<file path="config.mk">
export PLATFORM = sky130hd
export DESIGN_NAME = mon_ctl_regs
export DESIGN_NICKNAME = d
export VERILOG_FILES = /design/src/rtl/mon_ctl_pkg.sv /design/src/rtl/mon_softrst_gen.sv /design/src/rtl/mon_event_flags.sv /design/src/rtl/mon_tp_arbiter.sv /design/src/rtl/mon_ctl_regs.sv
export SDC_FILE = /design/constraint.sdc
export NUM_CORES = 1
export LEC_CHECK = 0
export ABC_CLOCK_PERIOD_IN_PS = 1340
export BUFFER_PORTS_ARGS = -buffer_cell sky130_fd_sc_hd__buf_2
export CAP_MARGIN = 20
export CORE_MARGIN = 8
export CORE_UTILIZATION = 31
export CTS_CLUSTER_DIAMETER = 30
export DETAILED_ROUTE_END_ITERATION = 12
export PLACE_DENSITY = 0.75
export SYNTH_ARGS = -nofsm -noshare
export SYNTH_HDL_FRONTEND = slang
export SYNTH_SLANG_ARGS = --single-unit
</file>
<file path="constraint.sdc">
create_clock -name clk -period 1.34 [get_ports clk]
set_input_delay 0.067 -clock clk [delete_from_list [all_inputs] [get_ports clk]]
set_output_delay 0.067 -clock clk [all_outputs]
set_load 0.03 [all_outputs]
</file>
<file path="src/rtl/mon_ctl_pkg.sv">
// Package: shared constants for the monitor ADC register block.
// Assumes byte addressing with 32-bit words; the status bit layout is fixed.
package mon_ctl_pkg;
    localparam int          DATA_W       = 32;
    localparam int          NUM_CH       = 5;
    localparam int          NUM_EVT      = NUM_CH + 2;
    localparam logic [31:0] RESET_KEY    = 32'h0000_000A;
    localparam int          OFS_TRIGGER  = 'h00;
    localparam int          OFS_STATUS   = 'h04;
    localparam int          BIT_EOC      = 5;
    localparam int          BIT_EOS      = 6;
    localparam int          BIT_ADC_BUSY = 7;
    localparam int          BIT_TP_LOCK  = 8;
    localparam int          BIT_TP_MOD   = 9;
    localparam int          BIT_TP_BUSY  = 10;
endpackage

</file>
<file path="src/rtl/mon_softrst_gen.sv">
// Module: mon_softrst_gen
// Produces a high pulse lasting CYCLES clocks after each fire strobe.
// A fire while the pulse is active reloads the count.
// Assumes CYCLES >= 1.
module mon_softrst_gen #(
    parameter int CYCLES = 16
) (
    input  logic clk,
    input  logic rst_n,
    input  logic fire,
    output logic active
);
    localparam int              CNT_W = $clog2(CYCLES + 1);
    localparam logic [CNT_W-1:0] LOAD = CNT_W'(CYCLES);

    logic [CNT_W-1:0] remain_q;

    // Count down the remaining pulse cycles; reload on every fire.
    always_ff @(posedge clk) begin
        if (!rst_n) begin
            remain_q <= '0;
        end else if (fire) begin
            remain_q <= LOAD;
        end else if (remain_q != '0) begin
            remain_q <= remain_q - 1'b1;
        end
    end

    assign active = (remain_q != '0);
endmodule

</file>
<file path="src/rtl/mon_event_flags.sv">
// Module: mon_event_flags
// A bank of N sticky flags. Each flag is set by its one-cycle strobe.
// The clear input has priority over the strobes.
// Assumes the strobes are synchronous to clk.
module mon_event_flags #(
    parameter int N = 7
) (
    input  logic         clk,
    input  logic         rst_n,
    input  logic         clr,
    input  logic [N-1:0] strobe,
    output logic [N-1:0] flags
);
    for (genvar g = 0; g < N; g++) begin : g_flag
        // Hold one sticky flag; clear dominates set.
        always_ff @(posedge clk) begin
            if (!rst_n || clr) begin
                flags[g] <= 1'b0;
            end else if (strobe[g]) begin
                flags[g] <= 1'b1;
            end
        end
    end
endmodule

</file>
<file path="src/rtl/mon_tp_arbiter.sv">
// Module: mon_tp_arbiter
// Judges fabric configuration requests against the test-port lock.
// Keeps the sticky "modified by test port" flag.
// The soft reset blocks new fabric requests but does not touch the
// test-port flag. Assumes single-cycle request strobes.
module mon_tp_arbiter (
    input  logic clk,
    input  logic rst_n,
    input  logic soft_rst,
    input  logic tp_cfg_wr,
    input  logic tp_lock,
    input  logic cfg_req,
    output logic tp_modified,
    output logic cfg_ok,
    output logic cfg_err
);
    logic accept;
    logic grant_d;
    logic refuse_d;

    // Split an accepted request into its granted and refused cases.
    always_comb begin
        accept   = cfg_req && !soft_rst;
        grant_d  = accept && !tp_lock;
        refuse_d = accept && tp_lock;
    end

    // Register the one-cycle completion outcome.
    always_ff @(posedge clk) begin
        if (!rst_n) begin
            cfg_ok  <= 1'b0;
            cfg_err <= 1'b0;
        end else begin
            cfg_ok  <= grant_d;
            cfg_err <= refuse_d;
        end
    end

    // Sticky modified flag: set by a test-port write, cleared by a grant.
    always_ff @(posedge clk) begin
        if (!rst_n) begin
            tp_modified <= 1'b0;
        end else if (tp_cfg_wr) begin
            tp_modified <= 1'b1;
        end else if (grant_d) begin
            tp_modified <= 1'b0;
        end
    end
endmodule

</file>
<file path="src/rtl/mon_ctl_regs.sv">
// Module: mon_ctl_regs (top)
// Register front end of the monitor ADC controller.
// The trigger word at 0x00 takes only the key and reads as zero.
// The status word at 0x04 is read-only.
// Assumes a single-cycle bus: writes take effect at the clock edge and
// reads are combinational while bus_rd_en is high.
module mon_ctl_regs
    import mon_ctl_pkg::*;
#(
    parameter int ADDR_W     = 8,
    parameter int RST_CYCLES = 16
) (
    input  logic              clk,
    input  logic              rst_n,
    input  logic              bus_wr_en,
    input  logic              bus_rd_en,
    input  logic [ADDR_W-1:0] bus_addr,
    input  logic [DATA_W-1:0] bus_wdata,
    output logic [DATA_W-1:0] bus_rdata,
    input  logic [NUM_CH-1:0] ch_done,
    input  logic              eoc_strobe,
    input  logic              eos_strobe,
    input  logic              adc_busy,
    input  logic              tp_busy,
    input  logic              tp_lock,
    input  logic              tp_cfg_wr,
    input  logic              cfg_req,
    output logic              cfg_ok,
    output logic              cfg_err,
    output logic              soft_rst
);
    localparam logic [ADDR_W-1:0] A_TRIGGER = ADDR_W'(OFS_TRIGGER);
    localparam logic [ADDR_W-1:0] A_STATUS  = ADDR_W'(OFS_STATUS);

    logic               key_fire;
    logic [NUM_EVT-1:0] evt_strobe;
    logic [NUM_EVT-1:0] evt_flags;
    logic               tp_modified;
    logic [DATA_W-1:0]  status_word;

    // Detect an exact key write to the trigger offset.
    always_comb begin
        key_fire = bus_wr_en && (bus_addr == A_TRIGGER) && (bus_wdata == RESET_KEY);
    end

    mon_softrst_gen #(.CYCLES(RST_CYCLES)) u_rstgen (
        .clk    (clk),
        .rst_n  (rst_n),
        .fire   (key_fire),
        .active (soft_rst)
    );

    // Collect the event strobes in status bit order.
    always_comb begin
        evt_strobe = {eos_strobe, eoc_strobe, ch_done};
    end

    mon_event_flags #(.N(NUM_EVT)) u_flags (
        .clk    (clk),
        .rst_n  (rst_n),
        .clr    (soft_rst),
        .strobe (evt_strobe),
        .flags  (evt_flags)
    );

    mon_tp_arbiter u_arb (
        .clk         (clk),
        .rst_n       (rst_n),
        .soft_rst    (soft_rst),
        .tp_cfg_wr   (tp_cfg_wr),
        .tp_lock     (tp_lock),
        .cfg_req     (cfg_req),
        .tp_modified (tp_modified),
        .cfg_ok      (cfg_ok),
        .cfg_err     (cfg_err)
    );

    // Assemble the status word; unused upper bits stay zero.
    always_comb begin
        status_word                   = '0;
        status_word[NUM_EVT-1:0]      = evt_flags;
        status_word[BIT_ADC_BUSY]     = adc_busy;
        status_word[BIT_TP_LOCK]      = tp_lock;
        status_word[BIT_TP_MOD]       = tp_modified;
        status_word[BIT_TP_BUSY]      = tp_busy;
    end

    // Read mux: only the status offset returns data.
    always_comb begin
        bus_rdata = '0;
        if (bus_rd_en && (bus_addr == A_STATUS)) begin
            bus_rdata = status_word;
        end
    end
endmodule

</file>
**After elaboration in Yosys (flattened, before gate mapping)**

Index checks and enable logic that the tools add are counted.
Widths: inputs -> output; s select.

- Output and inout port bits: 35
- ROM bits: 0
- Logic and storage cells: 36
- Memories: 0
- Register bits after elaboration: 15
- Memory bits (writable): 0
- Bits of input ports: 56
- Bits in latches: 0

- Multipliers: 0
- Magnitude comparators: 0
- Multiplexer cells: 5
- Shift-type cells: 0
- Reductions and logical operators: 15
- Divide/modulo/power cells: 0
- Add/subtract/negate cells: 1
- Eq/ne operators: 2
- Bitwise gates (word level): 1

Operators with widths:

| kind | count |
|---|---|
| $eq 32x4->1 const B | 1 |
| $mux 11 | 1 |
| $mux 5 | 2 |
| $eq 8x3->1 const B | 1 |
| $logic_not 8->1 | 1 |
| $logic_and 1x1->1 | 6 |
| $reduce_bool 5->1 | 1 |
| $sub 5x1->5 const B | 1 |
| $reduce_bool 2->1 | 2 |
| $logic_not 1->1 | 3 |
| $mux 1 | 2 |
| $reduce_or 2->1 | 1 |
| $logic_or 1x1->1 | 1 |
| $not 1->1 | 1 |

**Longest topological paths before layout**

Gate-level depths: netlist (run 1).

- Word-level depth: 6
- Depth in mapped cells: 6
- Depth with buffers taken out: 6

**Hierarchy**

Synthesis (run 1) repeated with hierarchy kept, for this count alone.

- Cell total of the unflattened synthesis: 105
- Area total of the unflattened synthesis: 905.9 µm²

By module, submodules not included:

| module | area an instance (µm²) | cells an instance | sequential area each (µm²) | times used |
|---|---|---|---|---|
| mon_ctl_regs | 361.6 | 50 | 0.0 | 1 |
| mon_softrst_gen | 235.2 | 24 | 100.1 | 1 |
| mon_event_flags | 206.4 | 22 | 140.1 | 1 |
| mon_tp_arbiter | 102.6 | 9 | 60.1 | 1 |

**Least setup slack after synthesis (run 1)**

Ideal clock, no wire load.

- Kind: flip-flop to flip-flop
- Start point: register u_rstgen.remain_q[0]
- End point: register u_rstgen.remain_q[0]
- Library setup time: 132 ps
- Data required time: 1,208 ps
- Period minus slack after synthesis: 1,524 ps
- Path slack: -184 ps
- Arrival time: 1,393 ps
- Path buffers: 0
- Stages on the path, launching flop included: 7
- Path through: dfxtp_1 > inv_1 > ha_1 > nor4b_4 > inv_1 > nand2_1 > a21oi_1

- Word-level cells in the longest chain between the ends: 1
- Elaborated cells on any way between the ends: 2
- Classes of those cells: add/sub: 1; reduce/logical: 1

Ends and longest elaborated chain:

| item | RTL line | text |
|---|---|---|
| start: declaration | mon_softrst_gen.sv:16 | `logic [CNT_W-1:0] remain_q;` |
| start signal: assignment | mon_softrst_gen.sv:25 | `remain_q <= remain_q - 1'b1;` |
| $reduce_bool 5->1 | n/a |  |
| via soft_rst | mon_ctl_regs.sv:30 | `output logic soft_rst` |

The timed path passes the listed nets, and every way through them passes these cells.
A chain may end at the register's enable or synchronous reset.

**Final worst setup path (run 1)**

- Start point: register u_rstgen.remain_q[0]
- End point: output port soft_rst

- Word-level cells in the longest chain between the ends: 1

Ends and longest elaborated chain:

| item | RTL line | text |
|---|---|---|
| $reduce_bool 5->1 | mon_softrst_gen.sv:29 | `assign active = (remain_q != '0);` |
| end: declaration | mon_ctl_regs.sv:30 |  |

No other way between the ends.

==> report_table.html, run 1 <==
<table>
<tr><th>Metric</th><th>Value</th></tr>
<tr><th colspan="2">Run status</th></tr>
<tr><td>Run status</td><td>finished, violations left</td></tr>
<tr><td>Violations in the final reports</td><td>setup timing</td></tr>
<tr><th colspan="2">Routing</th></tr>
<tr><td>Number of vias after detailed routing</td><td>952</td></tr>
<tr><td>DRT met1 WL</td><td>1.011 mm</td></tr>
<tr><td>Number of design rule violations left after detail routing</td><td>0</td></tr>
<tr><td>Number of design-rule violations left by the first detailed-router iteration</td><td>28</td></tr>
<tr><td>Routed met2 length</td><td>1.365 mm</td></tr>
<tr><td>Iteration count of the initial detailed-routing pass</td><td>2</td></tr>
<tr><td>Detailed-route wire length per cell</td><td>11.91 µm</td></tr>
<tr><td>Met3 Routed Length</td><td>244 µm</td></tr>
<tr><td>Topmost layer with routed signal wires</td><td>met4</td></tr>
<tr><td>Wirelength, routed</td><td>2.632 mm</td></tr>
<tr><td>Antenna viol nets, final</td><td>0</td></tr>
<tr><td>Routed via count divided by cell count</td><td>4.308</td></tr>
<tr><th colspan="2">Min path</th></tr>
<tr><td>Critical hold path startpoint</td><td>ch_done[2]</td></tr>
<tr><td>Sink of the worst hold path</td><td>u_flags.flags[2]$_SDFFE_PP0P_</td></tr>
<tr><td>Worst hold path depth</td><td>3</td></tr>
<tr><td>Hold WC Path Type</td><td>input pin to flip-flop</td></tr>
<tr><th colspan="2">Global route</th></tr>
<tr><td>GRT Residual Overflow</td><td>0</td></tr>
<tr><td>Maximum number of pins on one net before global-route repair</td><td>12</td></tr>
<tr><td>First-pass GRT wire length</td><td>4.312 mm</td></tr>
<tr><td>Global routing usage summed across all routing layers</td><td>10.40%</td></tr>
<tr><td>Vias in the first global route</td><td>1,013</td></tr>
<tr><td>Initial antenna violation count</td><td>0</td></tr>
<tr><th colspan="2">Synthesis</th></tr>
<tr><td>Combined area of all synthesized cells</td><td>884.6 µm²</td></tr>
<tr><td>Basic-gate share of the synthesized area counting and, or, nand and nor cells</td><td>37.34%</td></tr>
<tr><td>Share of synthesized area occupied by flip-flops and latches</td><td>33.95%</td></tr>
<tr><td>Number of library cell types mapped by synthesis</td><td>26</td></tr>
<tr><td>Synthesized area per cell</td><td>8.345 µm²</td></tr>
<tr><td>Xor/xnor share of the synthesized area</td><td>1.980%</td></tr>
<tr><td>Number of standard cells after synthesis</td><td>106</td></tr>
<tr><td>Cells taking the most area after synthesis</td><td>sky130_fd_sc_hd__dfxtp_1 (34%), sky130_fd_sc_hd__buf_4 (18%), sky130_fd_sc_hd__and2_1 (8.5%), sky130_fd_sc_hd__nor2_1 (7.6%), sky130_fd_sc_hd__nor4_1 (4.2%)</td></tr>
<tr><td>Multiplexer share of the synthesized area</td><td>0%</td></tr>
<tr><td>Share of the synthesized area in compound gates (AO/OA/AOI/OAI)</td><td>4.809%</td></tr>
<tr><td>Count of state elements after synthesis</td><td>15</td></tr>
<tr><td>Cell accounting for the most synthesized area</td><td>sky130_fd_sc_hd__dfxtp_1</td></tr>
<tr><td>Area share of the leading cell type in the synthesized netlist</td><td>33.95%</td></tr>
<tr><td>Dominant combinational cell family by area after synthesis</td><td>simple AND/OR/NAND/NOR gates</td></tr>
<tr><td>Warnings, synthesis</td><td>0</td></tr>
<tr><td>Adder-Cell Fraction of Synth Area</td><td>1.414%</td></tr>
<tr><th colspan="2">Worst setup path</th></tr>
<tr><td>Cell count of the worst reg-to-reg path</td><td>8</td></tr>
<tr><td>Critical Path Source Type</td><td>flip-flop</td></tr>
<tr><td>Critical-path cell with the highest stage delay</td><td>sky130_fd_sc_hd__dfxtp_2</td></tr>
<tr><td>Data arrival time of the critical path</td><td>1.35 ns</td></tr>
<tr><td>Maximum fanout along the worst path</td><td>2</td></tr>
<tr><td>CP max stage delay</td><td>0.34 ns</td></tr>
<tr><td>Required time worst endpoint</td><td>1.27 ns</td></tr>
<tr><td>Buffer and inverter count on the worst path</td><td>4</td></tr>
<tr><td>Cell-by-cell trace of the critical path</td><td>inv_2 &gt; ha_4 &gt; nor4b_4 &gt; buf_4 &gt; inv_2 &gt; buf_6</td></tr>
<tr><td>FF-to-FF Start</td><td>u_rstgen.remain_q[0]$_SDFFE_PP0P_</td></tr>
<tr><td>Cell family with most CP delay</td><td>buffers and inverters</td></tr>
<tr><td>Type of destination of the critical path</td><td>output port</td></tr>
<tr><td>Category of the most critical setup path</td><td>flip-flop to output port</td></tr>
<tr><td>Crit-path most repeated cell</td><td>sky130_fd_sc_hd__inv_2</td></tr>
<tr><td>FF-to-FF setup slack</td><td>-0.04 ns</td></tr>
<tr><td>Worst flop-to-flop path endpoint</td><td>u_rstgen.remain_q[1]$_SDFFE_PP0P_</td></tr>
<tr><th colspan="2">CTS</th></tr>
<tr><td>Clock transition at the registers of the reported paths</td><td>0.08 ns</td></tr>
<tr><td>TritonCTS clock tree</td><td>done</td></tr>
<tr><td>Number of CTS-inserted buffers</td><td>3</td></tr>
<tr><td>Clk sinks</td><td>15</td></tr>
<tr><td>Worst-Skew Late Latency</td><td>0.27 ns</td></tr>
<tr><td>Clock root buffer master</td><td>sky130_fd_sc_hd__clkbuf_4</td></tr>
<tr><td>CTS HTree Levels</td><td>1</td></tr>
<tr><td>Largest buffer count on any clock path</td><td>2</td></tr>
<tr><th colspan="2">Die</th></tr>
<tr><td>X dimension of the die</td><td>69.42 µm</td></tr>
<tr><td>Vert. Die Dim</td><td>69.42 µm</td></tr>
<tr><td>Core region area</td><td>2734 µm²</td></tr>
<tr><td>Effective utilization at floorplan</td><td>32.36%</td></tr>
<tr><td>Floorplan row count</td><td>19</td></tr>
<tr><td>I/O pin count</td><td>91</td></tr>
<tr><td>Die Area</td><td>4819 µm²</td></tr>
<tr><th colspan="2">Placed design</th></tr>
<tr><td># port buffers</td><td>69</td></tr>
<tr><td>Placer Congestion</td><td>0.7438</td></tr>
<tr><td>Detailed-placement wirelength estimate</td><td>2.258 mm</td></tr>
<tr><th colspan="2">STA</th></tr>
<tr><td>Maximum clock frequency</td><td>704.4 MHz</td></tr>
<tr><td>Fin crit period</td><td>1.420 ns</td></tr>
<tr><td>Part of the cycle the worst path needs</td><td>105.9%</td></tr>
<tr><td>Unrepaired setup endpoints after global routing</td><td>true</td></tr>
<tr><td>Hold Fails Final Rpt</td><td>0</td></tr>
<tr><td>PnR worst setup slack</td><td>-0.07972 ns</td></tr>
<tr><td>Clk_skew</td><td>0.001397 ns</td></tr>
<tr><td>Number of pins with negative max-slew slack in the final report</td><td>0</td></tr>
<tr><td>Hold slack</td><td>0.008943 ns</td></tr>
<tr><td>Number of endpoints failing setup at the final stage</td><td>2</td></tr>
<tr><td>Sum Neg Setup Slack</td><td>-0.1236 ns</td></tr>
<tr><th colspan="2">Cells and area</th></tr>
<tr><td>Leading cell type in the layout, fill and taps excluded</td><td>sky130_fd_sc_hd__buf_2</td></tr>
<tr><td>Antenna diode instance count</td><td>0</td></tr>
<tr><td># nets final</td><td>248</td></tr>
<tr><td>Highest-count cells in the layout ignoring fill and taps</td><td>sky130_fd_sc_hd__buf_2 (68), sky130_fd_sc_hd__conb_1 (21), sky130_fd_sc_hd__nor2_1 (18)</td></tr>
<tr><td>Final core area utilization</td><td>49.11%</td></tr>
<tr><td>Fraction of final layout cells with drive strength greater than 1</td><td>47.89%</td></tr>
<tr><td>Synth-to-layout area growth</td><td>51.77%</td></tr>
<tr><th colspan="2">Power and ir drop</th></tr>
<tr><td>PwrDens</td><td>1343 nW/µm²</td></tr>
<tr><td>Total leakage power</td><td>0.0007173 µW</td></tr>
<tr><td>Worst VDD drop</td><td>0.0006901 V</td></tr>
<tr><th colspan="2">Job</th></tr>
<tr><td>Max-cap violations</td><td>0</td></tr>
</table>
-- what timing repair did --
item | CTS | global route
endpoints found under the hold margin | 5 | 1
hold buffers | 5 | 1
setup endpoints to repair | 1 | 15
buffers inserted | 3 | 3
pin swaps | 1 | 3
gates resized for setup | 2 | 1
-- final cells by class --
type | instances | area, µm²
sequential | 15 | 302.8
fill | 263 | 1391
clock buffer | 4 | 26.28
tap | 31 | 38.79
inverter | 4 | 15.01
multi-input combinational | 85 | 495.5
timing repair buffer | 82 | 464.2
-- state kept, by name, summed over array words and instances, names as in the netlist --
register / count
u_arb.tp_modified: 1
u_arb.cfg_ok: 1
u_rstgen.remain_q: 5
u_arb.cfg_err: 1
u_flags.flags: 7
-- report_power, final --
part	switching [µW]	internal, µW
Sequential	74.5	572
Combinational	460	451
Clock	130	115
Total	664	1140
-- how the worst max path moves through the flow --
stage                                            from                                 to  slack (ns)  cells past startpoint
finish              u_rstgen.remain_q[0]$_SDFFE_PP0P_                           soft_rst       -0.08                      6
global route        u_rstgen.remain_q[0]$_SDFFE_PP0P_                           soft_rst       -0.18                      6
floorplan           u_rstgen.remain_q[1]$_SDFFE_PP0P_  u_rstgen.remain_q[0]$_SDFFE_PP0P_       -0.02                      6
CTS                 u_rstgen.remain_q[0]$_SDFFE_PP0P_                           soft_rst       -0.07                      6
detailed placement                        bus_addr[5]                       bus_rdata[9]        0.05                      5
global placement    u_rstgen.remain_q[1]$_SDFFE_PP0P_  u_rstgen.remain_q[1]$_SDFFE_PP0P_        0.08                      7
-- per-layer routing --
| layer | track usage (%) | up-vias |
|---|---|---|
| met3 | 5.007 | 2 |
| met2 | 19.26 | 49 |
| met4 | 2.733 | 0 |
| met5 | 0 | - |
| met1 | 9.917 | 418 |
| li1 | - | 483 |
-- cell families (layout without fill, tap and decap cells) --
kind of cell / after synthesis / in the layout
AND/OR/NAND/NOR: 55 / 55
AO/OA/AOI/OAI: 6 / 6
buffers and inverters: 26 / 90
XOR/XNOR: 2 / 2
adder cells (fa/ha/maj): 1 / 1
other: 1 / 21
flip-flops: 15 / 15
-- tightest hold or removal path: cells and delay by family --
family | cells | cell delay (ns)
buffers and inverters | 1 | 0.08
and+or+nand+nor | 2 | 0.10
-- Yosys cell counts, drive strengths merged --
| cell | n |
|---|---|
| buf | 21 |
| xnor2 | 2 |
| nand3 | 1 |
| dfxtp | 15 |
| and2 | 12 |
| nor4 | 7 |
| nand2 | 4 |
| a21oi | 3 |
| ha | 1 |
| nor2b | 1 |
| clkbuf | 1 |
| nor3 | 4 |
| nor4b | 2 |
| conb | 1 |
| o31ai | 3 |
| inv | 4 |
| nand4 | 2 |
| and4 | 1 |
| nor4bb | 1 |
| nor3b | 1 |
| nor2 | 18 |
| nand3b | 1 |
-- per-stage QoR --
step	std cells	worst slack [ns]	power, µW	instance area, µm²
after floorplan	126	-0.01587	1203	974.7
after global placement	206	0.07510	1389	1211
after detailed placement	206	0.04791	1409	1211
after CTS	218	-0.06724	1762	1316
after global routing	221	-0.1777	1959	1343
final	221	-0.07972	1803	1343
Note: power is estimated with default switching activity, not from simulation.
==> run 2: changes to the inputs <==
Settings changed: RECOVER_POWER set to 100.
==> run 2 against run 1 <==
Compared with the run above:
- the flow still finishes with violations (setup timing)
- critical endpoint unchanged
- clock power about the same
- die area stayed put
- fmax did not move
- clock-buffer cell count stayed put
- largest cell class unchanged
- flip-flop and latch count unchanged
- non-clock buffer count did not move
- wire length grew 0.15%
- combinational power about the same
==> report_table.html, run 2 (synthesis gave the netlist of run 1 again) <==
<table>
<tr><th>Metric</th><th>Value</th></tr>
<tr><th colspan="2">Die</th></tr>
<tr><td>X dimension of the die</td><td>69.42 µm</td></tr>
<tr><td>Core region area</td><td>2734 µm²</td></tr>
<tr><td>Vert. Die Dim</td><td>69.42 µm</td></tr>
<tr><td>I/O pin count</td><td>91</td></tr>
<tr><td>Die Area</td><td>4819 µm²</td></tr>
<tr><td>Floorplan row count</td><td>19</td></tr>
<tr><td>Effective utilization at floorplan</td><td>32.36%</td></tr>
<tr><th colspan="2">CTS</th></tr>
<tr><td>Clock transition at the registers of the reported paths</td><td>0.08 ns</td></tr>
<tr><td>TritonCTS clock tree</td><td>done</td></tr>
<tr><td>Number of CTS-inserted buffers</td><td>3</td></tr>
<tr><td>Largest buffer count on any clock path</td><td>2</td></tr>
<tr><td>Clock root buffer master</td><td>sky130_fd_sc_hd__clkbuf_4</td></tr>
<tr><td>Worst-Skew Late Latency</td><td>0.27 ns</td></tr>
<tr><td>Clk sinks</td><td>15</td></tr>
<tr><td>CTS HTree Levels</td><td>1</td></tr>
<tr><th colspan="2">Routing</th></tr>
<tr><td>Number of vias after detailed routing</td><td>951</td></tr>
<tr><td>Antenna viol nets, final</td><td>0</td></tr>
<tr><td>Detailed-route wire length per cell</td><td>11.93 µm</td></tr>
<tr><td>Wirelength, routed</td><td>2.636 mm</td></tr>
<tr><td>Number of design-rule violations left by the first detailed-router iteration</td><td>28</td></tr>
<tr><td>Iteration count of the initial detailed-routing pass</td><td>2</td></tr>
<tr><td>Number of design rule violations left after detail routing</td><td>0</td></tr>
<tr><td>Routed via count divided by cell count</td><td>4.303</td></tr>
<tr><th colspan="2">Worst setup path</th></tr>
<tr><td>FF-to-FF Start</td><td>u_rstgen.remain_q[0]$_SDFFE_PP0P_</td></tr>
<tr><td>Category of the most critical setup path</td><td>flip-flop to output port</td></tr>
<tr><td>Crit-path most repeated cell</td><td>sky130_fd_sc_hd__inv_2</td></tr>
<tr><td>FF-to-FF setup slack</td><td>-0.04 ns</td></tr>
<tr><td>Buffer and inverter count on the worst path</td><td>4</td></tr>
<tr><td>Type of destination of the critical path</td><td>output port</td></tr>
<tr><td>Critical path capture point</td><td>soft_rst</td></tr>
<tr><td>Worst flop-to-flop path endpoint</td><td>u_rstgen.remain_q[1]$_SDFFE_PP0P_</td></tr>
<tr><td>Maximum fanout along the worst path</td><td>2</td></tr>
<tr><td>Critical-path cell with the highest stage delay</td><td>sky130_fd_sc_hd__dfxtp_2</td></tr>
<tr><td>Timing startpoint of the critical path</td><td>u_rstgen.remain_q[0]$_SDFFE_PP0P_</td></tr>
<tr><td>Required time worst endpoint</td><td>1.27 ns</td></tr>
<tr><td>Cell family with most CP delay</td><td>buffers and inverters</td></tr>
<tr><td>Cell count of the worst reg-to-reg path</td><td>8</td></tr>
<tr><td>Data arrival time of the critical path</td><td>1.35 ns</td></tr>
<tr><td>Cell-by-cell trace of the critical path</td><td>inv_2 &gt; ha_4 &gt; nor4b_4 &gt; buf_4 &gt; inv_2 &gt; buf_6</td></tr>
<tr><td>Critical Path Source Type</td><td>flip-flop</td></tr>
<tr><td>CP max stage delay</td><td>0.34 ns</td></tr>
<tr><td>Levels on crit path</td><td>6</td></tr>
<tr><th colspan="2">Placed design</th></tr>
<tr><td># port buffers</td><td>69</td></tr>
<tr><td>Worst slack at placement</td><td>0.04791 ns</td></tr>
<tr><td>Placer Congestion</td><td>0.7438</td></tr>
<tr><td>Detailed-placement wirelength estimate</td><td>2.258 mm</td></tr>
<tr><th colspan="2">STA</th></tr>
<tr><td>PnR worst setup slack</td><td>-0.07972 ns</td></tr>
<tr><td>Fin crit period</td><td>1.420 ns</td></tr>
<tr><td>Clk_skew</td><td>0.001397 ns</td></tr>
<tr><td>Unrepaired setup endpoints after global routing</td><td>true</td></tr>
<tr><td>Number of pins with negative max-slew slack in the final report</td><td>0</td></tr>
<tr><td>Sum Neg Setup Slack</td><td>-0.1236 ns</td></tr>
<tr><td>Hold Fails Final Rpt</td><td>0</td></tr>
<tr><td>Number of endpoints failing setup at the final stage</td><td>2</td></tr>
<tr><td>Maximum clock frequency</td><td>704.4 MHz</td></tr>
<tr><td>Part of the cycle the worst path needs</td><td>105.9%</td></tr>
<tr><th colspan="2">Power and ir drop</th></tr>
<tr><td>PwrDens</td><td>1344 nW/µm²</td></tr>
<tr><td>Total leakage power</td><td>0.0007088 µW</td></tr>
<tr><td>Cell Int Power</td><td>1136 µW</td></tr>
<tr><td>Clock share of power</td><td>13.6%</td></tr>
<tr><td>Register share of total power</td><td>35.9%</td></tr>
<tr><td>P_sw</td><td>664.5 µW</td></tr>
<tr><td>Switching share of total power</td><td>36.90%</td></tr>
<tr><td>Worst VDD drop</td><td>0.0006901 V</td></tr>
<tr><td>Fraction of power consumed by combinational cells</td><td>50.5%</td></tr>
<tr><th colspan="2">Cells and area</th></tr>
<tr><td>Synth-to-layout area growth</td><td>51.49%</td></tr>
<tr><td>Number of fillers in the final layout</td><td>265</td></tr>
<tr><td>Registers with the most flip-flops</td><td>u_flags.flags x7, u_rstgen.remain_q x5</td></tr>
<tr><td>Fraction of final layout cells with drive strength greater than 1</td><td>46.84%</td></tr>
<tr><td>Antenna diode instance count</td><td>0</td></tr>
<tr><td>Flip-flop count of the largest register, all copies and words added</td><td>7</td></tr>
<tr><td>Highest-count cells in the layout ignoring fill and taps</td><td>sky130_fd_sc_hd__buf_2 (66), sky130_fd_sc_hd__conb_1 (21), sky130_fd_sc_hd__nor2_1 (18)</td></tr>
<tr><td># nets final</td><td>248</td></tr>
<tr><td>Leading cell type in the layout, fill and taps excluded</td><td>sky130_fd_sc_hd__buf_2</td></tr>
<tr><td>Top reg by flops</td><td>u_flags.flags</td></tr>
<tr><th colspan="2">Run status</th></tr>
<tr><td>Run status</td><td>finished, violations left</td></tr>
<tr><td>Violations in the final reports</td><td>setup timing</td></tr>
<tr><th colspan="2">Global route</th></tr>
<tr><td>Maximum number of pins on one net before global-route repair</td><td>12</td></tr>
<tr><td>GRT Residual Overflow</td><td>0</td></tr>
<tr><td>Global routing usage summed across all routing layers</td><td>10.40%</td></tr>
<tr><td>Initial antenna violation count</td><td>0</td></tr>
<tr><td>Vias in the first global route</td><td>1,013</td></tr>
<tr><td>First-pass GRT wire length</td><td>4.312 mm</td></tr>
<tr><th colspan="2">Min path</th></tr>
<tr><td>Hold WC Path Type</td><td>input pin to flip-flop</td></tr>
<tr><th colspan="2">Job</th></tr>
<tr><td>Max-cap violations</td><td>0</td></tr>
</table>
run 2: cell count changes in the layout (fill, tap and decap cells not counted), sizes merged:
cell,before,now
clkbuf,4,6
buf,76,74
run 2: worst min-delay path by stage:
stage / from / end / slack [ns] / cells past startpoint
2_1_floorplan: tp_lock / u_arb.cfg_ok$_SDFF_PN0_ / 0.14 / 1
3_3_place_gp: ch_done[3] / u_flags.flags[3]$_SDFFE_PP0P_ / 0.27 / 3
3_5_place_dp: ch_done[0] / u_flags.flags[0]$_SDFFE_PP0P_ / 0.28 / 3
4_1_cts: ch_done[3] / u_flags.flags[3]$_SDFFE_PP0P_ / 0.003 / 3
5_1_grt: ch_done[1] / u_flags.flags[1]$_SDFFE_PP0P_ / 0.009 / 3
6_report: ch_done[2] / u_flags.flags[2]$_SDFFE_PP0P_ / 0.008 / 3
run 2: area by class of cell:
cell class / instances / area, µm² / share of cell area [%]
multi-input combinational: 85 / 495.5 / 36.97
sequential: 15 / 302.8 / 22.60
clock buffer: 4 / 26.28 / 1.961
tap: 31 / 38.79 / 2.894
timing repair buffer: 82 / 461.7 / 34.45
inverter: 4 / 15.01 / 1.120
run 2: routing by layer:
metal / wire, µm / GRT usage [%] / vias to the layer above
met5: 0 / 0 / -
met4: 10 / 2.733 / 0
met3: 245 / 5.007 / 2
met2: 1364 / 19.26 / 49
met1: 1015 / 9.917 / 416
li1: - / - / 484
run 2: timing repair:
item | CTS | global route
resized for setup | 2 | 1
endpoints found under the hold margin | 5 | 1
hold buffers | 5 | 1
setup buffers | 3 | 3
setup endpoints to repair | 1 | 15
pin swaps | 1 | 3
run 2: stage by stage:
stage          cells  instance area, µm²  utilization [%]  hold slack (ns)  power, µW
6_report         221                1340            49.02         0.008083       1801
5_1_grt          221                1340            49.02         0.008927       1957
4_1_cts          218                1316            48.15         0.003460       1762
3_5_place_dp     206                1211            44.30           0.2779       1409
3_3_place_gp     206                1211            44.30           0.2736       1389
2_1_floorplan    126               974.7                -           0.1377       1203
run 2: power by group through the flow:
stage	logic (µW)	clock network, µW	registers (µW)
after global routing	1000	291	664
after floorplan	541	0	662
after CTS	861	257	643
final	909	245	647
after global placement	736	0	653
after detailed placement	749	0	661
run 2: worst min-delay path: cells and delay by family:
family / cells / cell delay, ns
simple gates: 2 / 0.10
buf+inv: 1 / 0.08
==> run 3: changes to the inputs <==
Settings changed: ABC_AREA set to 1, CAP_MARGIN 20 to 40, CORE_UTILIZATION 31 to 32.
==> run 3 against run 2 <==
Compared with the run above:
- the flow still finishes with violations (setup timing)
- clock skew up 0.0032 ns
- critical path depth increased by 2
- highest routed layer unchanged
- final cell count increased by 15%
- register-to-register slack gained 0.03 ns
- global-route usage up 1.3 points
- clock-buffer cell count shrank 1
- sequential power grew 2%
- fmax increased by 3.7%
- worst setup slack better by 0.051 ns
- largest power group unchanged
- sequential share of layout area fell by 1.5 points
==> report_table.html, run 3 <==
<table>
<tr><th>Metric</th><th>Value</th></tr>
<tr><th colspan="2">Routing</th></tr>
<tr><td>Wirelength, routed</td><td>3.057 mm</td></tr>
<tr><td>Routed via count divided by cell count</td><td>4.137</td></tr>
<tr><td>Number of design-rule violations left by the first detailed-router iteration</td><td>33</td></tr>
<tr><td>Detailed-route wire length per cell</td><td>11.99 µm</td></tr>
<tr><td>Number of design rule violations left after detail routing</td><td>0</td></tr>
<tr><td>Antenna viol nets, final</td><td>0</td></tr>
<tr><td>Number of vias after detailed routing</td><td>1,055</td></tr>
<tr><td>Iteration count of the initial detailed-routing pass</td><td>4</td></tr>
<tr><th colspan="2">Worst setup path</th></tr>
<tr><td>Type of destination of the critical path</td><td>output port</td></tr>
<tr><td>Maximum fanout along the worst path</td><td>2</td></tr>
<tr><td>Critical Path Source Type</td><td>flip-flop</td></tr>
<tr><td>Worst flop-to-flop path endpoint</td><td>u_arb.tp_modified$_SDFFE_PN0P_</td></tr>
<tr><td>Data arrival time of the critical path</td><td>1.30 ns</td></tr>
<tr><td>Category of the most critical setup path</td><td>flip-flop to output port</td></tr>
<tr><td>FF-to-FF setup slack</td><td>-0.01 ns</td></tr>
<tr><td>Required time worst endpoint</td><td>1.27 ns</td></tr>
<tr><td>FF-to-FF Start</td><td>u_rstgen.remain_q[1]$_SDFFE_PP0P_</td></tr>
<tr><td>Cell count of the worst reg-to-reg path</td><td>10</td></tr>
<tr><th colspan="2">Global route</th></tr>
<tr><td>GRT Residual Overflow</td><td>0</td></tr>
<tr><td>Vias in the first global route</td><td>1,066</td></tr>
<tr><td>Initial antenna violation count</td><td>0</td></tr>
<tr><td>Maximum number of pins on one net before global-route repair</td><td>12</td></tr>
<tr><td>First-pass GRT wire length</td><td>4.802 mm</td></tr>
<tr><td>Global routing usage summed across all routing layers</td><td>11.74%</td></tr>
<tr><th colspan="2">Die</th></tr>
<tr><td>Die Area</td><td>4891 µm²</td></tr>
<tr><td>I/O pin count</td><td>91</td></tr>
<tr><td>Effective utilization at floorplan</td><td>33.76%</td></tr>
<tr><td>Vert. Die Dim</td><td>69.94 µm</td></tr>
<tr><td>Core region area</td><td>2758 µm²</td></tr>
<tr><td>Floorplan row count</td><td>19</td></tr>
<tr><td>X dimension of the die</td><td>69.94 µm</td></tr>
<tr><th colspan="2">Min path</th></tr>
<tr><td>Sink of the worst hold path</td><td>u_flags.flags[3]$_SDFFE_PP0P_</td></tr>
<tr><td>Critical hold path startpoint</td><td>ch_done[3]</td></tr>
<tr><td>Worst hold path depth</td><td>3</td></tr>
<tr><td>Hold WC Path Type</td><td>input pin to flip-flop</td></tr>
<tr><th colspan="2">STA</th></tr>
<tr><td>Clk_skew</td><td>0.004632 ns</td></tr>
<tr><td>Unrepaired setup endpoints after global routing</td><td>true</td></tr>
<tr><td>PnR worst setup slack</td><td>-0.02850 ns</td></tr>
<tr><td>Hold Fails Final Rpt</td><td>0</td></tr>
<tr><td>Number of endpoints failing setup at the final stage</td><td>3</td></tr>
<tr><td>Sum Neg Setup Slack</td><td>-0.05045 ns</td></tr>
<tr><td>Part of the cycle the worst path needs</td><td>102.1%</td></tr>
<tr><td>Fin crit period</td><td>1.368 ns</td></tr>
<tr><td>Maximum clock frequency</td><td>730.7 MHz</td></tr>
<tr><td>Number of pins with negative max-slew slack in the final report</td><td>0</td></tr>
<tr><th colspan="2">Synthesis</th></tr>
<tr><td>Main flop type after synthesis</td><td>sky130_fd_sc_hd__dfxtp_1</td></tr>
<tr><td>Share of synthesized area occupied by flip-flops and latches</td><td>32.26%</td></tr>
<tr><td>Cell accounting for the most synthesized area</td><td>sky130_fd_sc_hd__dfxtp_1</td></tr>
<tr><td>Combined area of all synthesized cells</td><td>930.9 µm²</td></tr>
<tr><td>Post-synthesis async set-or-reset flop share</td><td>0%</td></tr>
<tr><td>Commonest cells in the synthesized netlist</td><td>sky130_fd_sc_hd__nor2_1 (43), sky130_fd_sc_hd__buf_4 (21), sky130_fd_sc_hd__nand2_1 (16)</td></tr>
<tr><td>Number of standard cells after synthesis</td><td>138</td></tr>
<tr><td>Number of enable-type register cells in the synthesized netlist</td><td>0</td></tr>
<tr><td>Leading cell type by number of instances after synthesis</td><td>sky130_fd_sc_hd__nor2_1</td></tr>
<tr><td>Area share of the leading cell type in the synthesized netlist</td><td>32.26%</td></tr>
<tr><td>Number of library cell types mapped by synthesis</td><td>19</td></tr>
<tr><td>Synthesized area per cell</td><td>6.746 µm²</td></tr>
<tr><td>Count of state elements after synthesis</td><td>15</td></tr>
<tr><td>Warnings, synthesis</td><td>0</td></tr>
<tr><td>Cells taking the most area after synthesis</td><td>sky130_fd_sc_hd__dfxtp_1 (32%), sky130_fd_sc_hd__nor2_1 (17%), sky130_fd_sc_hd__buf_4 (17%), sky130_fd_sc_hd__nor3b_1 (8.1%), sky130_fd_sc_hd__nand2_1 (6.5%)</td></tr>
<tr><th colspan="2">Cells and area</th></tr>
<tr><td>Final core area utilization</td><td>52.04%</td></tr>
<tr><td># nets final</td><td>282</td></tr>
<tr><td>Flip-flop count of the largest register, all copies and words added</td><td>7</td></tr>
<tr><td>Highest-count cells in the layout ignoring fill and taps</td><td>sky130_fd_sc_hd__buf_2 (55), sky130_fd_sc_hd__nor2_1 (43), sky130_fd_sc_hd__conb_1 (21)</td></tr>
<tr><td>Fraction of final layout cells with drive strength greater than 1</td><td>40.63%</td></tr>
<tr><td>Top reg by flops</td><td>u_flags.flags</td></tr>
<tr><td>Leading cell type in the layout, fill and taps excluded</td><td>sky130_fd_sc_hd__buf_2</td></tr>
<tr><td>Final cell area excluding filler cells</td><td>1435 µm²</td></tr>
<tr><td>Number of standard cells in the final layout excluding fillers</td><td>255</td></tr>
<tr><td>Registers with the most flip-flops</td><td>u_flags.flags x7, u_rstgen.remain_q x5</td></tr>
<tr><td>Antenna diode instance count</td><td>0</td></tr>
<tr><td>Synth-to-layout area growth</td><td>54.17%</td></tr>
<tr><th colspan="2">Power and ir drop</th></tr>
<tr><td>Worst VDD drop</td><td>0.001058 V</td></tr>
<tr><td>PwrDens</td><td>1389 nW/µm²</td></tr>
<tr><td>Total leakage power</td><td>0.0007493 µW</td></tr>
<tr><th colspan="2">CTS</th></tr>
<tr><td>Clock transition at the registers of the reported paths</td><td>0.10 ns</td></tr>
<tr><td>Clock root buffer master</td><td>sky130_fd_sc_hd__clkbuf_4</td></tr>
<tr><td>Worst-Skew Late Latency</td><td>0.29 ns</td></tr>
<tr><td>Clk sinks</td><td>15</td></tr>
<tr><td>Largest buffer count on any clock path</td><td>2</td></tr>
<tr><td>Number of CTS-inserted buffers</td><td>3</td></tr>
<tr><td>CTS HTree Levels</td><td>1</td></tr>
<tr><td>TritonCTS clock tree</td><td>done</td></tr>
<tr><th colspan="2">Job</th></tr>
<tr><td>Max-cap violations</td><td>0</td></tr>
<tr><th colspan="2">Run status</th></tr>
<tr><td>Run status</td><td>finished, violations left</td></tr>
<tr><td>Violations in the final reports</td><td>setup timing</td></tr>
<tr><th colspan="2">Placed design</th></tr>
<tr><td>Worst slack at placement</td><td>-0.02317 ns</td></tr>
<tr><td>Cell area after placement</td><td>1246 µm²</td></tr>
<tr><td>Placer Congestion</td><td>0.7565</td></tr>
<tr><td>Detailed-placement wirelength estimate</td><td>2.419 mm</td></tr>
<tr><td># port buffers</td><td>69</td></tr>
<tr><td>Number of cells in the design after placement</td><td>238</td></tr>
</table>
run 3: power breakdown:
| group | internal [µW] | switching [µW] |
|---|---|---|
| Clock | 114 | 158 |
| Combinational | 470 | 594 |
| Sequential | 579 | 79.1 |
run 3: worst max-delay path by stage:
stage                                      start                                 to  slack [ns]  cells after the start
6_report       u_rstgen.remain_q[1]$_SDFFE_PP0P_                           soft_rst       -0.03                      8
4_1_cts        u_rstgen.remain_q[1]$_SDFFE_PP0P_                           soft_rst        -0.1                      8
3_3_place_gp   u_rstgen.remain_q[0]$_SDFFE_PP0P_           u_arb.cfg_err$_SDFF_PN0_        0.05                      8
2_1_floorplan  u_rstgen.remain_q[0]$_SDFFE_PP0P_  u_rstgen.remain_q[2]$_SDFFE_PP0P_        0.03                      9
5_1_grt        u_rstgen.remain_q[1]$_SDFFE_PP0P_                           soft_rst       -0.13                      8
3_5_place_dp   u_rstgen.remain_q[0]$_SDFFE_PP0P_      u_flags.flags[3]$_SDFFE_PP0P_       -0.02                      8
run 3: worst max-delay path, cell delays in order (launching register included):
cell and delay (ns):
sky130_fd_sc_hd__dfxtp_2 0.34, sky130_fd_sc_hd__inv_2 0.06, sky130_fd_sc_hd__ha_4 0.13, sky130_fd_sc_hd__inv_2 0.04, sky130_fd_sc_hd__nor2_4 0.08, sky130_fd_sc_hd__nand2_2 0.07, sky130_fd_sc_hd__nor2_4 0.09, sky130_fd_sc_hd__inv_2 0.05
sky130_fd_sc_hd__buf_6 0.13
run 3: cells by family after synthesis:
group	count (synthesis)	synth area share [%]
simple gates	80	39.25
buf+inv	35	22.71
flops	15	32.26
compound gates	4	2.151
xor+xnor	2	1.882
fa+ha+maj	1	1.344
other cells	1	0.4028
run 3: stage by stage:
stage	hold WS [ns]	power [µW]
after floorplan	0.1844	1283
after global placement	0.2824	1428
after detailed placement	0.2846	1448
after CTS	0.01182	1966
after global routing	0.002913	2156
final	0.01341	1993
run 3: area by class of cell:
type | instances | area [µm²]
fillers | 299 | 1323
multi-input cells | 108 | 528.0
repair buffers | 85 | 490.5
flip-flops and latches | 15 | 302.8
inverters | 12 | 45.04
well taps | 31 | 38.79
clock buffers | 3 | 22.52
clock inverters | 1 | 7.507
run 3: routing by layer:
layer	routed length [µm]	GRT usage, %	share of wire, %	vias to the layer above
met4	13	2.009	0.43	0
met2	1624	21.12	53	48
met3	229	5.226	7.5	2
li1	-	-	-	553
met1	1189	12.38	39	452
met5	0	0	0	-
run 3: what timing repair did:
item	in CTS	in global routing
resized for setup	11	6
endpoints found under the setup margin	10	16
pin swaps	4	3
endpoints found under the hold margin	8	1
setup buffers	4	0
hold buffers	8	1
